[config.mk]
export PLATFORM = sky130hd
export DESIGN_NAME = ptw_walker
export DESIGN_NICKNAME = d
export VERILOG_FILES = /design/src/rtl/ptw_pkg.sv /design/src/rtl/ptw_base_reg.sv /design/src/rtl/ptw_l1_dec.sv /design/src/rtl/ptw_l2_dec.sv /design/src/rtl/ptw_walker.sv
export SDC_FILE = /design/constraint.sdc
export NUM_CORES = 1
export LEC_CHECK = 0
export BUFFER_PORTS_ARGS = -buffer_cell sky130_fd_sc_hd__buf_2
export CORE_ASPECT_RATIO = 1.25
export CORE_UTILIZATION = 54
export CTS_CLUSTER_DIAMETER = 100
export CTS_CLUSTER_SIZE = 28
export DETAILED_ROUTE_END_ITERATION = 8
export PLACE_DENSITY_LB_ADDON = 0.1
export SYNTH_ARGS = -nofsm -noshare
export SYNTH_HDL_FRONTEND = slang
export SYNTH_HIERARCHICAL = 1
export SYNTH_SLANG_ARGS = --single-unit
[constraint.sdc]
create_clock -name clk -period 2.25 [get_ports clk]
set_clock_uncertainty 0.2 [all_clocks]
set_input_delay 0 -clock clk [delete_from_list [all_inputs] [get_ports clk]]
set_output_delay 0 -clock clk [all_outputs]
set_load 0.02 [all_outputs]
[src/rtl/ptw_pkg.sv]
package ptw_pkg;
  localparam int ADDR_W    = 32;
  localparam int ALIGN_W   = 14;
  localparam int BASE_W    = ADDR_W - ALIGN_W;
  localparam int L1_IDX_W  = 12;
  localparam int SEC_OFF_W = ADDR_W - L1_IDX_W;
  localparam int DOM_W     = 4;
  localparam int AP_W      = 2;
  localparam int AP_SETS   = 4;
  localparam int AP_ALL_W  = AP_W * AP_SETS;
  localparam int AP2_LSB   = 4;

  typedef enum logic [1:0] {
    L1_FAULT   = 2'b00,
    L1_COARSE  = 2'b01,
    L1_SECTION = 2'b10,
    L1_FINE    = 2'b11
  } l1_kind_e;

  typedef enum logic [1:0] {
    L2_FAULT = 2'b00,
    L2_LARGE = 2'b01,
    L2_SMALL = 2'b10,
    L2_TINY  = 2'b11
  } l2_kind_e;

  typedef enum logic [1:0] {
    SZ_1M  = 2'd0,
    SZ_64K = 2'd1,
    SZ_4K  = 2'd2,
    SZ_1K  = 2'd3
  } map_size_e;

  typedef struct packed {
    logic [ADDR_W-1:0] pa;
    logic [DOM_W-1:0]  domain;
    logic [AP_W-1:0]   ap;
    logic              cacheable;
    logic              bufferable;
    map_size_e         size;
    logic              fault;
    logic              fault_l2;
  } xlat_t;

  function automatic logic [AP_W-1:0] ap_pick(input logic [AP_ALL_W-1:0] f,
                                              input logic [1:0] k);
    return f[{k, 1'b0} +: AP_W];
  endfunction
endpackage

[src/rtl/ptw_base_reg.sv]
module ptw_base_reg
  import ptw_pkg::*;
(
  input  logic              clk,
  input  logic              rst_n,
  input  logic              we,
  input  logic [BASE_W-1:0] wdata,
  output logic [BASE_W-1:0] base
);
  always_ff @(posedge clk) begin
    if (!rst_n)  base <= '0;
    else if (we) base <= wdata;
  end
endmodule

[src/rtl/ptw_l1_dec.sv]
module ptw_l1_dec
  import ptw_pkg::*;
(
  input  logic [ADDR_W-1:0]    desc,
  input  logic [SEC_OFF_W-1:0] va_lo,
  output l1_kind_e             kind,
  output xlat_t                leaf,
  output logic [ADDR_W-1:0]    l2_addr,
  output logic [DOM_W-1:0]     domain
);
  always_comb begin
    kind    = l1_kind_e'(desc[1:0]);
    domain  = desc[7:4];
    leaf    = '0;
    l2_addr = '0;
    case (kind)
      L1_SECTION: begin
        leaf.pa         = {desc[ADDR_W-1:SEC_OFF_W], va_lo};
        leaf.domain     = desc[7:4];
        leaf.ap         = desc[9:8];
        leaf.cacheable  = desc[3];
        leaf.bufferable = desc[2];
        leaf.size       = SZ_1M;
      end
      L1_COARSE: l2_addr = {desc[ADDR_W-1:10], va_lo[19:12], 2'b00};
      L1_FINE:   l2_addr = {desc[ADDR_W-1:12], va_lo[19:10], 2'b00};
      default:   leaf.fault = 1'b1;
    endcase
  end
endmodule

[src/rtl/ptw_l2_dec.sv]
module ptw_l2_dec
  import ptw_pkg::*;
(
  input  logic [ADDR_W-1:0] desc,
  input  logic [15:0]       va_lo,
  input  logic [DOM_W-1:0]  domain_in,
  output xlat_t             leaf
);
  l2_kind_e              kind;
  logic [AP_ALL_W-1:0]   ap_f;

  always_comb begin
    kind = l2_kind_e'(desc[1:0]);
    ap_f = desc[AP2_LSB +: AP_ALL_W];
    leaf = '0;
    case (kind)
      L2_LARGE: begin
        leaf.pa   = {desc[ADDR_W-1:16], va_lo[15:0]};
        leaf.ap   = ap_pick(ap_f, va_lo[15:14]);
        leaf.size = SZ_64K;
      end
      L2_SMALL: begin
        leaf.pa   = {desc[ADDR_W-1:12], va_lo[11:0]};
        leaf.ap   = ap_pick(ap_f, va_lo[11:10]);
        leaf.size = SZ_4K;
      end
      L2_TINY: begin
        leaf.pa   = {desc[ADDR_W-1:10], va_lo[9:0]};
        leaf.ap   = ap_f[AP_W-1:0];
        leaf.size = SZ_1K;
      end
      default: begin
        leaf.fault    = 1'b1;
        leaf.fault_l2 = 1'b1;
      end
    endcase
    if (kind != L2_FAULT) begin
      leaf.domain     = domain_in;
      leaf.cacheable  = desc[3];
      leaf.bufferable = desc[2];
    end
  end
endmodule

[src/rtl/ptw_walker.sv]
module ptw_walker
  import ptw_pkg::*;
(
  input  logic              clk,
  input  logic              rst_n,
  input  logic              base_we,
  input  logic [BASE_W-1:0] base_wdata,
  input  logic              req_valid,
  output logic              req_ready,
  input  logic [ADDR_W-1:0] req_va,
  output logic              rsp_valid,
  input  logic              rsp_ready,
  output logic [ADDR_W-1:0] rsp_pa,
  output logic [DOM_W-1:0]  rsp_domain,
  output logic [AP_W-1:0]   rsp_ap,
  output logic              rsp_cacheable,
  output logic              rsp_bufferable,
  output logic [1:0]        rsp_size,
  output logic              rsp_fault,
  output logic              rsp_fault_l2,
  output logic              mem_req_valid,
  input  logic              mem_req_ready,
  output logic [ADDR_W-1:0] mem_addr,
  input  logic              mem_rsp_valid,
  input  logic [ADDR_W-1:0] mem_rdata
);
  typedef enum logic [2:0] {
    S_IDLE, S_L1_REQ, S_L1_WAIT, S_L2_REQ, S_L2_WAIT, S_RESP
  } walk_state_e;

  walk_state_e          state;
  logic [BASE_W-1:0]    base;
  logic [SEC_OFF_W-1:0] va_q;
  logic [ADDR_W-1:0]    mem_addr_q;
  logic [DOM_W-1:0]     dom_q;
  xlat_t                rsp_q;

  l1_kind_e             l1_kind;
  xlat_t                l1_leaf;
  logic [ADDR_W-1:0]    l1_next;
  logic [DOM_W-1:0]     l1_dom;
  xlat_t                l2_leaf;

  ptw_base_reg u_base (
    .clk   (clk),
    .rst_n (rst_n),
    .we    (base_we),
    .wdata (base_wdata),
    .base  (base)
  );

  ptw_l1_dec u_l1 (
    .desc    (mem_rdata),
    .va_lo   (va_q),
    .kind    (l1_kind),
    .leaf    (l1_leaf),
    .l2_addr (l1_next),
    .domain  (l1_dom)
  );

  ptw_l2_dec u_l2 (
    .desc      (mem_rdata),
    .va_lo     (va_q[15:0]),
    .domain_in (dom_q),
    .leaf      (l2_leaf)
  );

  always_ff @(posedge clk) begin
    if (!rst_n) begin
      state      <= S_IDLE;
      va_q       <= '0;
      mem_addr_q <= '0;
      dom_q      <= '0;
      rsp_q      <= '0;
    end else begin
      case (state)
        S_IDLE: if (req_valid) begin
          va_q       <= req_va[SEC_OFF_W-1:0];
          mem_addr_q <= {base, req_va[ADDR_W-1:SEC_OFF_W], 2'b00};
          state      <= S_L1_REQ;
        end
        S_L1_REQ: if (mem_req_ready) state <= S_L1_WAIT;
        S_L1_WAIT: if (mem_rsp_valid) begin
          if (l1_kind == L1_COARSE || l1_kind == L1_FINE) begin
            mem_addr_q <= l1_next;
            dom_q      <= l1_dom;
            state      <= S_L2_REQ;
          end else begin
            rsp_q <= l1_leaf;
            state <= S_RESP;
          end
        end
        S_L2_REQ: if (mem_req_ready) state <= S_L2_WAIT;
        S_L2_WAIT: if (mem_rsp_valid) begin
          rsp_q <= l2_leaf;
          state <= S_RESP;
        end
        S_RESP: if (rsp_ready) state <= S_IDLE;
        default: state <= S_IDLE;
      endcase
    end
  end

  assign req_ready      = (state == S_IDLE);
  assign rsp_valid      = (state == S_RESP);
  assign mem_req_valid  = (state == S_L1_REQ) || (state == S_L2_REQ);
  assign mem_addr       = mem_addr_q;
  assign rsp_pa         = rsp_q.pa;
  assign rsp_domain     = rsp_q.domain;
  assign rsp_ap         = rsp_q.ap;
  assign rsp_cacheable  = rsp_q.cacheable;
  assign rsp_bufferable = rsp_q.bufferable;
  assign rsp_size       = rsp_q.size;
  assign rsp_fault      = rsp_q.fault;
  assign rsp_fault_l2   = rsp_q.fault_l2;

  AST_RSP_HOLD: assert property (@(posedge clk) disable iff (!rst_n)
    (rsp_valid && !rsp_ready) |=> (rsp_valid && $stable(rsp_q)));
  AST_MREQ_HOLD: assert property (@(posedge clk) disable iff (!rst_n)
    (mem_req_valid && !mem_req_ready) |=> (mem_req_valid && $stable(mem_addr)));
  AST_ONE_READ: assert property (@(posedge clk) disable iff (!rst_n)
    (mem_req_valid && mem_req_ready) |=> !mem_req_valid);
  AST_FAULT_CLEAN: assert property (@(posedge clk) disable iff (!rst_n)
    (rsp_valid && rsp_fault) |-> (rsp_pa == '0 && rsp_domain == '0 && rsp_ap == '0));
  AST_L2_FLAG: assert property (@(posedge clk) disable iff (!rst_n)
    (rsp_valid && rsp_fault_l2) |-> rsp_fault);
  AST_PAGE_OFFSET: assert property (@(posedge clk) disable iff (!rst_n)
    (rsp_valid && !rsp_fault) |-> (rsp_pa[9:0] == va_q[9:0]));
endmodule

==> metrics.yaml, run 1 <==
syn_area_per_cell_um2: 9.18
outcome: "complete, no violations"
drive_gt1_share_pct: 23.6
p_sw_share_pct: 29.3
timing.fmax_ghz: 0.460
ys_warn_count: 6
preCtsSetupSlack_ns: 0.00160
total_power_uw: 6570
clk_pin_slew_ns: 0.06
syn-instance-count: 710
criticalPathCategory: "flip-flop to flip-flop"
setup_viol: 0
ir_worst_vdd_uv: 670
arrival_ns: 2.30
area_delta_synth_final_pct: 37.8
pwr-share-seq_pct: 37.5
vias: 6010
crit_buf_inv: 2
critPathSlowestCell: "dlygate4sd3_1"
fp.coreArea_um2: 11700
via_per_inst: 5.37
min_period_ns: 2.17
die-area_um2: 12500
port_buffers: 167
start_util_pct: 55.9
met2_usage_pct: 50.3
crit_chain: "buf_4 -> nand2b_1 -> nand3b_1 -> dlygate4sd3_1 -> a21boi_0"
cts_sinks: 121
regArea_um2: 2420
cp_slowest_stage_delay_ns: 0.64
layout_commonest_cell: "buf_2"
hold_ws_ns: 0.0192
filler_cell_count: 806
crit_fanout: 8
dpl.hpwl_um: 11200
root_buffer: "clkbuf_16"
cp-start-kind: "flip-flop"
p_per_area_nw_per_um2: 731
grtUsageTotal_pct: 28.9
layout_setup_ws_ns: 0.0783
p_clk_share_pct: 41.1
drv_cap: 0
use_met3_pct: 5.39
nNetsFinal: 1040
crit_path_end_kind: "flip-flop"
drt_iter0_markers: 373
hold_class: "input port to flip-flop"
design_area_um2: 8990
wl_per_cell_um: 16.0
grt_antenna_before_repair: 0
drtPass1Iterations: 5
final_cell_mix: "buf_2, nand2_1, dfxtp_1"
postCtsSetupBuffers: 0
cts_buffers: 17
cts_max_level: 4
ios: 168
hold_violations: 0
busiest_layer: "met2"
die-width_um: 100
timing.final.crit_share_pct: 96.5
slew_headroom_pct: 14.3
multi_input_area_um2: 3740
num_rows: 44
route.detailed.drc: 0
grt_pass1_vias: 5912
cts_tree: "yes"
overflow: 0
drt_wl_total_um: 17900
path_delay_family: "buffers and inverters"
insertion_delay_ns: 0.41
clock_path_buffers: 2
finalSetupTns_ns: 0
syn_area_um2: 6520
diodes: 0
placed_area_um2: 7430
gp_congestion: 0.845
switchingPower_uw: 1930
internal_power_uw: 4640
grt_pass1_wl_um: 28600
fp.dieH_um: 125
grt_max_degree: 65
share_comb_of_total_power_pct: 21.4
postRouteAntennaNets: 0
grt_use_met1_pct: 33.7
p_leak_uw: 0.00456
final_max_slew_viol_count: 0
worst_pin_slew_ns: 1.28
required_ns: 2.38
[metal layers]
metal | share of wire, % | routed length, µm
met5 | 0 | 0
met4 | 3.3 | 585
met3 | 5.1 | 913
met2 | 50 | 8960
met1 | 42 | 7450
[metrics by stage]
step | util [%] | instances
finish | 77.0 | 1120
global route | 77.0 | 1120
floorplan | - | 714
CTS | 77.0 | 1120
detailed placement | 63.6 | 992
global placement | 63.6 | 992
[registers in the layout (all words and copies together) (netlist names), 3 cells and up]
| name | count |
|---|---|
| dom_q | 4 |
| mem_addr | 32 |
| u_base/base | 18 |
| state | 3 |
| rsp_domain | 4 |
| va_q | 20 |
| rsp_pa | 32 |
[worst paths after layout]
path	startpoint	to	slack [ns]	cells after the start
worst max-delay path	state[1]$_SDFFE_PN0P_	state[2]$_SDFFE_PN0P_	0.08	5
worst min-delay path	base_we	u_base/base[9]$_SDFFE_PN0P_	0.02	3
worst max register to register	state[1]$_SDFFE_PN0P_	state[2]$_SDFFE_PN0P_	0.08	5
worst min register to register	va_q[1]$_SDFFE_PN0P_	va_q[1]$_SDFFE_PN0P_	0.27	2
[cell type report]
cell class | count | area share (%)
Multi-Input combinational cell | 521 | 41.6
Sequential cell | 121 | 27.0
Timing Repair Buffer | 282 | 22.5
Clock buffer | 18 | 4.89
Tap cell | 161 | 2.24
Clock inverter | 13 | 1.63
Inverter | 4 | 0.167
[timing repair]
item / in CTS / in global routing
hold buffers: 97 / 0
setup endpoints to repair: 0 / 1
hold endpoints to repair: 105 / 0
resized for setup: 0 / 2
[worst register-to-register path: stages, from the launching register on]
cell	delay (ns)
dfxtp_1	0.39
buf_4	0.20
nand2b_1	0.21
nand3b_1	0.31
dlygate4sd3_1	0.64
a21boi_0	0.15
[power by group through the flow]
| stage | Clock (µW) | Sequential, µW | Combinational (µW) |
|---|---|---|---|
| floorplan | 0 | 2620 | 719 |
| global placement | 0 | 2490 | 1210 |
| detailed placement | 0 | 2500 | 1240 |
| CTS | 2720 | 2460 | 1380 |
| global route | 2820 | 2490 | 1510 |
| finish | 2700 | 2460 | 1410 |
Power figures use the tool's default switching activity.
==> inputs of run 2 (changes only) <==
--- a/config.mk
+++ b/config.mk
@@ -7,7 +7,8 @@
 export LEC_CHECK = 0
 export BUFFER_PORTS_ARGS = -buffer_cell sky130_fd_sc_hd__buf_2
 export CORE_ASPECT_RATIO = 1.25
-export CORE_UTILIZATION = 54
+export CORE_MARGIN = 2
+export CORE_UTILIZATION = 31
 export CTS_CLUSTER_DIAMETER = 100
 export CTS_CLUSTER_SIZE = 28
 export DETAILED_ROUTE_END_ITERATION = 8
==> metrics.yaml, run 2 (synthesis results as in run 1) <==
insertion_delay_ns: 0.42  # about the same
drive_gt1_share_pct: 23.8  # +0.18 points
port_buffers: 167  # unchanged
gp_congestion: 0.785  # -7.0%
root_buffer: "clkbuf_16"
r2r-end: "rsp_ap[0]$_SDFFE_PN0P_"
critPathSlowestCell: "mux4_2"
postCtsSetupBuffers: 0  # unchanged
layout_commonest_cell: "buf_2"
min_period_ns: 2.08  # -0.0888 ns
final_cell_mix: "buf_2, nand2_1, dfxtp_1"
worst_pin_slew_ns: 0.974  # -0.306 ns
final_max_slew_viol_count: 0  # unchanged
timing.fmax_ghz: 0.480  # +4.3%
clock_path_buffers: 2  # unchanged
crit_path_end_kind: "flip-flop"
nNetsFinal: 1040  # unchanged
grt_max_degree: 89  # +37%
clk_pin_slew_ns: 0.06  # about the same
dpl.hpwl_um: 12800  # +14%
rsz0062_at_grt: "false"
layout_setup_ws_ns: 0.167  # +0.0888 ns
ff2ff_path_depth: 6  # +1
preCtsSetupSlack_ns: 0.0563  # +0.0547 ns
drv_cap: 0  # unchanged
drt_iter0_markers: 142  # -62%
worstSetupStartpoint: "va_q[14]$_SDFFE_PN0P_"
die-width_um: 134  # +33%
num_rows: 59  # +34%
fp.dieH_um: 166  # +33%
p_per_area_nw_per_um2: 733  # +0.33%
hold_class: "input port to flip-flop"
start_util_pct: 31.4  # -24 points
setup_viol: 0  # unchanged
crit_chain: "mux2i_1 -> mux4_2 -> a22o_1 -> mux2i_1 -> nand2_1 -> o211a_1"
fp.coreArea_um2: 20700  # +78%
grt_antenna_before_repair: 0  # unchanged
crit_path_frequent_cell: "mux2i_1"
layout.cells.non_filler: 1234  # +10%
path_depth: 6  # +1
timing.final.crit_share_pct: 92.6  # -3.9 points
crit_buf_inv: 0  # -2
ir_worst_vdd_uv: 516  # -23%
cts_max_level: 4  # unchanged
ios: 168  # unchanged
grt_pass1_wl_um: 30500  # +6.6%
cts_sinks: 121  # unchanged
reg2reg_slack_ns: 0.17  # +0.09 ns
die-area_um2: 22200  # +77%
via_per_inst: 4.62  # -14%
grtUsageTotal_pct: 17.2  # -12 points
p_leak_uw: 0.00461  # +0.93%
grt_pass1_vias: 5828  # -1.4%
criticalPathCategory: "flip-flop to flip-flop"
outcome: "complete, no violations"
cts_buffers: 17  # unchanged
hold_violations: 0  # unchanged
postRouteAntennaNets: 0  # unchanged
rr_startpoint: "va_q[14]$_SDFFE_PN0P_"
hold_ws_ns: 0.00201  # -0.0172 ns
drtPass1Iterations: 4  # -1
slew_headroom_pct: 34.7  # +20 points
required_ns: 2.35  # -0.03 ns
vias: 5699  # -5.2%
total_power_uw: 6720  # +2.4%
path_delay_family: "multiplexers"
cp_slowest_stage_delay_ns: 0.53  # -0.11 ns
numPlacedInstances: 1105  # +11%
endpoint: "rsp_ap[0]$_SDFFE_PN0P_"
cts_tree: "yes"
crit_fanout: 6  # -2
filler_cell_count: 2080  # +160%
wl_per_cell_um: 15.2  # -4.9%
overflow: 0  # unchanged
cp-start-kind: "flip-flop"
area_delta_synth_final_pct: 40.6
diodes: 0  # unchanged
route.detailed.drc: 0  # unchanged
drt_wl_total_um: 18800  # +4.8%
finalSetupTns_ns: 0  # unchanged
arrival_ns: 2.19  # -0.11 ns
run 2: cell count changes in the layout (fill, tap and decap cells not counted), sizes merged:
cell / previous run / this run
clkinv: 3 / 4
clkinvlp: 5 / 4
inv: 7 / 4
clkbuf: 18 / 21
bufinv: 2 / 3
run 2: power breakdown:
group | switching, µW | internal, µW | leakage, µW
Clock | 998 | 1850 | 0.000297
Combinational | 750 | 653 | 0.00332
Sequential | 134 | 2330 | 0.000989
run 2: through the flow:
stage                     util (%)  area [µm²]
final                         44.2        9170
after global routing          44.2        9170
after CTS                     44.2        9170
after detailed placement      36.5        7570
after global placement        36.5        7570
after floorplan                  -        6540
run 2: layout make-up:
| cell class | count | area, µm² | share of cell area (%) |
|---|---|---|---|
| clock buffers | 21 | 480 | 5.24 |
| clock inverters | 11 | 144 | 1.57 |
| inverters | 4 | 15.0 | 0.164 |
| multi-input cells | 521 | 3740 | 40.8 |
| flip-flops and latches | 121 | 2420 | 26.4 |
| well taps | 274 | 343 | 3.74 |
| repair buffers | 282 | 2020 | 22.0 |
run 2: worst min-delay path by stage:
stage                          start                      endpoint  slack, ns  cells after the start
final                        base_we   u_base/base[9]$_SDFFE_PN0P_      0.002                      3
after detailed placement  req_va[19]         va_q[19]$_SDFFE_PN0P_       0.06                      3
after global routing         base_we  u_base/base[11]$_SDFFE_PN0P_       0.02                      3
after global placement    req_va[18]         va_q[18]$_SDFFE_PN0P_       0.06                      3
after CTS                    base_we   u_base/base[9]$_SDFFE_PN0P_     0.0005                      3
after floorplan                rst_n   u_base/base[0]$_SDFFE_PN0P_      -0.07                      1
run 2: metal layers:
metal  share of wire, %  wire [µm]  global-route usage [%]
met1                 47       8810                    21.9
met2                 47       8840                    28.7
met3                4.1        761                    3.63
met4                1.9        352                    6.20
met5                  0          0                       0
run 2: repair_timing:
action | 4_1_cts | 5_1_grt
hold buffers | 97 | 0
endpoints found under the setup margin | 0 | 1
resized for setup | 0 | 2
hold endpoints to repair | 106 | 0
run 2: worst min-delay path: stages:
cell and delay, ns:
buf_2 0.29, mux2i_1 0.19, nor2b_1 0.09
